--- src/rtl/scalar_op_detect_pkg.sv ---
package scalar_op_detect_pkg;
  localparam int unsigned NUM_PORTS = 3;

  typedef struct packed {
    logic bypass;
    logic vector;
    logic trap;
  } route_t;
endpackage

--- src/rtl/sod_len_decode.sv ---
module sod_len_decode #(
  parameter int unsigned LEN_W = 7
) (
  input  logic [LEN_W-1:0] len_i,
  output logic             vec_o
);
  // lengths 0 and 1 both mean scalar
  always_comb vec_o = (len_i > LEN_W'(1));
endmodule

--- src/rtl/sod_bit_table.sv ---
module sod_bit_table #(
  parameter int unsigned NUM_REGS  = 32,
  parameter int unsigned NUM_PORTS = 3,
  localparam int unsigned IDX_W    = $clog2(NUM_REGS)
) (
  input  logic                           clk_i,
  input  logic                           rst_ni,
  input  logic                           we_i,
  input  logic [IDX_W-1:0]               widx_i,
  input  logic                           wbit_i,
  input  logic [NUM_PORTS-1:0][IDX_W-1:0] ridx_i,
  output logic [NUM_PORTS-1:0]           rbit_o
);
  logic [NUM_REGS-1:0] flag_q;

  for (genvar i = 0; i < NUM_REGS; i++) begin : g_entry
    always_ff @(posedge clk_i or negedge rst_ni) begin
      if (!rst_ni)                          flag_q[i] <= 1'b0;
      else if (we_i && widx_i == IDX_W'(i)) flag_q[i] <= wbit_i;
    end
  end

  for (genvar p = 0; p < NUM_PORTS; p++) begin : g_rport
    logic hit, raw;
    always_comb begin
      hit       = we_i && (widx_i == ridx_i[p]);
      raw       = hit ? wbit_i : flag_q[ridx_i[p]];
      // index 0 is hardwired scalar
      rbit_o[p] = raw && (ridx_i[p] != '0);
    end
  end
endmodule

--- src/rtl/sod_classify.sv ---
module sod_classify
  import scalar_op_detect_pkg::*;
#(
  parameter int unsigned NUM_PORTS = 3
) (
  input  logic                 valid_i,
  input  logic [NUM_PORTS-1:0] vec_bit_i,
  input  logic [NUM_PORTS-1:0] use_i,
  input  logic                 trap_mode_i,
  output route_t               route_o
);
  logic any_vec;
  always_comb begin
    any_vec        = |(vec_bit_i & use_i);
    route_o.bypass = valid_i && !any_vec;
    route_o.vector = valid_i && any_vec && !trap_mode_i;
    route_o.trap   = valid_i && any_vec &&  trap_mode_i;
  end
endmodule

--- src/rtl/scalar_op_detect.sv ---
module scalar_op_detect
  import scalar_op_detect_pkg::*;
#(
  parameter int unsigned NUM_REGS = 32,
  parameter int unsigned LEN_W    = 7,
  localparam int unsigned IDX_W   = $clog2(NUM_REGS)
) (
  input  logic             clk_i,
  input  logic             rst_ni,
  input  logic             cfg_we_i,
  input  logic [IDX_W-1:0] cfg_idx_i,
  input  logic [LEN_W-1:0] cfg_len_i,
  input  logic             lk_valid_i,
  input  logic             rs1_use_i,
  input  logic [IDX_W-1:0] rs1_idx_i,
  input  logic             rs2_use_i,
  input  logic [IDX_W-1:0] rs2_idx_i,
  input  logic             rd_use_i,
  input  logic [IDX_W-1:0] rd_idx_i,
  input  logic             trap_mode_i,
  output logic             bypass_o,
  output logic             vector_o,
  output logic             trap_o
);
  logic                            wbit;
  logic [NUM_PORTS-1:0][IDX_W-1:0] ridx;
  logic [NUM_PORTS-1:0]            use_v;
  logic [NUM_PORTS-1:0]            rbit;
  route_t                          route_d, route_q;

  assign ridx  = {rd_idx_i, rs2_idx_i, rs1_idx_i};
  assign use_v = {rd_use_i, rs2_use_i, rs1_use_i};

  sod_len_decode #(.LEN_W(LEN_W)) u_dec (
    .len_i (cfg_len_i),
    .vec_o (wbit)
  );

  sod_bit_table #(.NUM_REGS(NUM_REGS), .NUM_PORTS(NUM_PORTS)) u_tab (
    .clk_i  (clk_i),
    .rst_ni (rst_ni),
    .we_i   (cfg_we_i),
    .widx_i (cfg_idx_i),
    .wbit_i (wbit),
    .ridx_i (ridx),
    .rbit_o (rbit)
  );

  sod_classify #(.NUM_PORTS(NUM_PORTS)) u_cls (
    .valid_i     (lk_valid_i),
    .vec_bit_i   (rbit),
    .use_i       (use_v),
    .trap_mode_i (trap_mode_i),
    .route_o     (route_d)
  );

  always_ff @(posedge clk_i or negedge rst_ni) begin
    if (!rst_ni) route_q <= '0;
    else         route_q <= route_d;
  end

  assign bypass_o = route_q.bypass;
  assign vector_o = route_q.vector;
  assign trap_o   = route_q.trap;
endmodule

--- config.mk ---
export PLATFORM = sky130hd
export DESIGN_NAME = scalar_op_detect
export DESIGN_NICKNAME = d
export VERILOG_FILES = /design/src/rtl/scalar_op_detect_pkg.sv /design/src/rtl/sod_len_decode.sv /design/src/rtl/sod_bit_table.sv /design/src/rtl/sod_classify.sv /design/src/rtl/scalar_op_detect.sv
export SDC_FILE = /design/constraint.sdc
export NUM_CORES = 1
export LEC_CHECK = 0
export BUFFER_PORTS_ARGS = -buffer_cell sky130_fd_sc_hd__buf_4
export CAP_MARGIN = 10
export CELL_PAD_IN_SITES_DETAIL_PLACEMENT = 1
export CELL_PAD_IN_SITES_GLOBAL_PLACEMENT = 2
export CORE_UTILIZATION = 36
export CTS_CLUSTER_DIAMETER = 40
export DETAILED_ROUTE_END_ITERATION = 16
export PLACE_DENSITY_LB_ADDON = 0.15
export RECOVER_POWER = 100
export SYNTH_ARGS = -nofsm -noshare
export SYNTH_HDL_FRONTEND = slang
export SYNTH_SLANG_ARGS = --single-unit
--- constraint.sdc ---
create_clock -name clk_i -period 2.4 [get_ports clk_i]
set_clock_uncertainty 0.2 [all_clocks]
set_input_delay 0.12 -clock clk_i [delete_from_list [all_inputs] [get_ports clk_i]]
set_output_delay 0.12 -clock clk_i [all_outputs]
set_load 0.005 [all_outputs]
==> flow_results.org <==
** Global route
- The total overflow left after global routing is 0.
- The number of global-route vias before repair is 2435.
- Tot GR Track Use :: 23.4%
- Largest net degree at the start of global routing :: 36
- The first global-routing pass estimated between 10000 and 15000 um of wire.
- Initial antenna violation count :: 0

** Timing
- Unrepaired setup endpoints after global routing :: false
- Post-Route Setup TNS :: 0 ns
- Final worst path period share :: a little over nine tenths
- The max-slew violation total from the final report came to 0.
- Setup violations remaining at the end of the flow were counted as 0.
- The final count of hold timing violations is 0.
- Worst Max-Slew Pin Slew :: 0.951 ns
- Hold WS :: around 0.050 ns
- Headroom to the max-slew limit came out at 36.6%.
- Fmax :: 0.435 GHz
- The worst path needs 2.30 ns of the cycle, external delays included.

** Finish
- In the final layout, the multi-input gates occupy 1680 um^2.
- Most frequent standard cell in the layout excluding fill and tap cells :: sky130_fd_sc_hd__buf_4
- Commonest cells after routing, fill and taps aside :: sky130_fd_sc_hd__buf_4, sky130_fd_sc_hd__nor2_1, sky130_fd_sc_hd__dfrtp_1
- Post-route non-filler standard cell count :: 415
- Compared with the post-synthesis result, the final layout area differs by 17.9%.
- Sequential cell area in the final layout :: around 900 um^2
- Diodes inserted :: 0
- After the last flow step, the layout net total stands at 350.
- Number of filler cells placed in the layout :: about 860
- Post-route standard cell area excluding fillers :: 3160 um^2
- Of the cells placed in the final design, the portion with a size suffix greater than 1 is 24.4%.

** Route
- For this block, the routed nets add up to 8560 um of wire.
- Routed via count divided by cell count :: 5.77
- The final route contains 2395 vias.
- First DRT Iteration DRCs :: 102
- The count of nets left with antenna violations once routing finished came out at 0.
- For this run, design rule violations remaining after detail routing come to 0.
- The first TritonRoute pass finished after 4 iterations.
- WL per Instance :: between 20 and 25 um

** Placement
- Input and output buffers added on the ports amount to 36.
- Final GP Congestion :: between 0.8 and 0.9
- Total instance count after detailed placement :: slightly above 400
- Total half-perimeter wirelength after legalization and detailed placement :: just over 6000 um
- Total cell area at the placement stage :: ~3000 um^2

** Power
- VDD sags by at most 0.287 mV.
- Leakage :: 1.24 nW
- Power spread over the standard cell area amounts to 634 nW/um^2.

** Logic synthesis
- Share of Yosys cell area claimed by the top area cell type :: 32.7%
- Number of distinct library cells after synthesis :: 48
- The synthesized design contains 35 register bits.
- Share of the yosys chip area belonging to registers :: 32.7%
- Cell type with the largest total area after synthesis :: sky130_fd_sc_hd__dfrtp_1
- Avg Synthesized Cell Area :: 9.40 um^2
- Synth Warn # :: 0
- Counting flops with an async set or reset pin after synthesis yields a share of 100%.
- By area the synthesized netlist is led by sky130_fd_sc_hd__dfrtp_1, sky130_fd_sc_hd__mux4_2, sky130_fd_sc_hd__a21oi_1.
- Synthesis handed over a netlist of 285 instances.
- Commonest register cell after synthesis :: sky130_fd_sc_hd__dfrtp_1
- Number of flops mapped to enable cells by yosys :: 0
- The mapped netlist covers ~2700 um^2.
- Post-synthesis net count :: 320

** Clock network
- After clock tree synthesis, the clock-pin slew on the worst setup and hold paths is ~0.08 ns.
- Clock buffer count from CTS :: 5
- Number of levels in the clock H-tree :: 2
- # clock sinks :: 35
- TritonCTS built the clock tree.
- The clock reaches the later pin of the worst-skew pair after roughly 0.29 ns.
- The cell sitting at the root of the clock tree is a sky130_fd_sc_hd__clkbuf_8.
- Post-CTS setup repair buffer count :: 0
- Clock tree buffer depth :: 2

** Setup path
- The number of cells on the worst reg-to-reg path is 6.
- Critical path data required time :: 2.43 ns
- R2R Setup Slk :: 0.10 ns
- Start of the worst register-to-register path :: u_tab.flag_q[3]
- The endpoint identified for the worst register-to-register timing path is bypass_o.
- Data arrival time of the worst path :: 2.33 ns
- Type of the setup path with the least slack :: reg -> reg
- The worst setup path is launched from a register.
- Endpoint class of the critical path :: register
- Along the worst path, the maximum fanout reaches 4.

** Floorplanning
- For this configuration, the core starts out at a cell density of 37.1%.
- The floorplan step set the die width to 88.3 um.
- The die covers 7790 um^2.
- Core box area :: just over 7000 um^2
- Number of rows created at floorplan :: 31
- During I/O placement, the number of pins put on the boundary was 38.
- Chip height :: 88.3 um

** Status
- Status :: completed

** Min path
- Counting instances, the worst hold path has a depth of 3.
- The worst hold path begins at cfg_idx_i[0].
- Hold Path Class :: in -> reg
- For hold timing, the worst endpoint is u_tab.flag_q[3].

** Job
- The tool flagged a number of max-cap violations equal to 0.
-- state kept, by name, summed over array words and instances, names as in the netlist --
signal,flops
trap_o,1
u_tab.flag_q,32
vector_o,1
bypass_o,1
-- where the power goes --
group          internal [mW]  leakage, nW  total [mW]  switching, mW
combinational          0.347        0.784       0.644          0.296
sequential             0.717        0.409       0.854          0.137
clock                  0.262       0.0505       0.506          0.244
-- logic make-up after synthesis --
family,Yosys count,share of synthesized area [%]
multiplexers,36,21.4
AND/OR/NAND/NOR,106,20.8
XOR/XNOR,15,4.90
buffers and inverters,27,4.62
flip-flops,35,32.7
AO/OA/AOI/OAI,66,15.6
-- through the flow --
stage | util (%) | power, mW | setup slack (ns)
3_5_place_dp | 41.9 | 1.50 | 0.0808
6_report | 43.8 | 2.00 | 0.103
3_3_place_gp | 41.9 | 1.48 | 0.121
2_1_floorplan | - | 1.26 | 0.264
5_1_grt | 43.8 | 2.12 | 0.0173
4_1_cts | 43.9 | 2.02 | 0.0581
-- critical path, stage by stage, from the launching register on --
cell and delay (ns):
sky130_fd_sc_hd__dfrtp_1 0.42, sky130_fd_sc_hd__mux4_1 0.52, sky130_fd_sc_hd__mux2i_1 0.17, sky130_fd_sc_hd__nor4bb_1 0.08, sky130_fd_sc_hd__or4_4 0.53, sky130_fd_sc_hd__a21oi_4 0.17
sky130_fd_sc_hd__and3_1 0.16
-- cell type report --
| cell class | count | share of cell area (%) |
|---|---|---|
| well taps | 99 | 3.92 |
| clock inverters | 1 | 0.238 |
| repair buffers | 49 | 11.6 |
| inverters | 1 | 0.119 |
| clock buffers | 7 | 3.05 |
| flip-flops and latches | 35 | 27.7 |
| multi-input cells | 223 | 53.3 |
-- how the worst max path moves through the flow --
stage,start,end,slack [ns]
floorplan,u_tab.flag_q[11],bypass_o,0.26
global placement,u_tab.flag_q[11],bypass_o,0.12
detailed placement,u_tab.flag_q[11],vector_o,0.08
CTS,u_tab.flag_q[11],vector_o,0.06
global route,u_tab.flag_q[2],bypass_o,0.02
finish,u_tab.flag_q[3],bypass_o,0.10
-- layer usage --
metal  global-route usage (%)  vias up  wire length (um)
met5                        0        -                 0
li1                         -     1127                 -
met2                     38.7       71              4060
met4                     6.16        0                80
met3                     2.61        6               466
met1                     32.8     1191              3960
-- synth_stat cells (3+ instances only) --
library cell,n
sky130_fd_sc_hd__mux2i_1,15
sky130_fd_sc_hd__nor3_1,8
sky130_fd_sc_hd__nand4b_1,4
sky130_fd_sc_hd__clkbuf_1,15
sky130_fd_sc_hd__mux4_2,14
sky130_fd_sc_hd__a31oi_1,12
sky130_fd_sc_hd__nand2b_1,6
sky130_fd_sc_hd__nor2_1,37
sky130_fd_sc_hd__o21ai_0,7
sky130_fd_sc_hd__nand3b_1,3
sky130_fd_sc_hd__buf_2,6
sky130_fd_sc_hd__nand3_1,7
sky130_fd_sc_hd__nand2_1,13
sky130_fd_sc_hd__a21oi_1,30
sky130_fd_sc_hd__xnor2_1,9
sky130_fd_sc_hd__xor2_1,6
sky130_fd_sc_hd__mux2_2,5
sky130_fd_sc_hd__dfrtp_1,35
sky130_fd_sc_hd__a41o_1,3
sky130_fd_sc_hd__nor3b_1,5
sky130_fd_sc_hd__nand4_1,4
sky130_fd_sc_hd__buf_1,3
sky130_fd_sc_hd__nor2b_1,5
-- repair_timing --
action / CTS / global route
gates resized for setup: 0 / 2
hold buffers: 4 / 0
setup endpoints to repair: 0 / 3
hold endpoints to repair: 38 / 0
No activity file was read; power rests on OpenSTA's default activity.
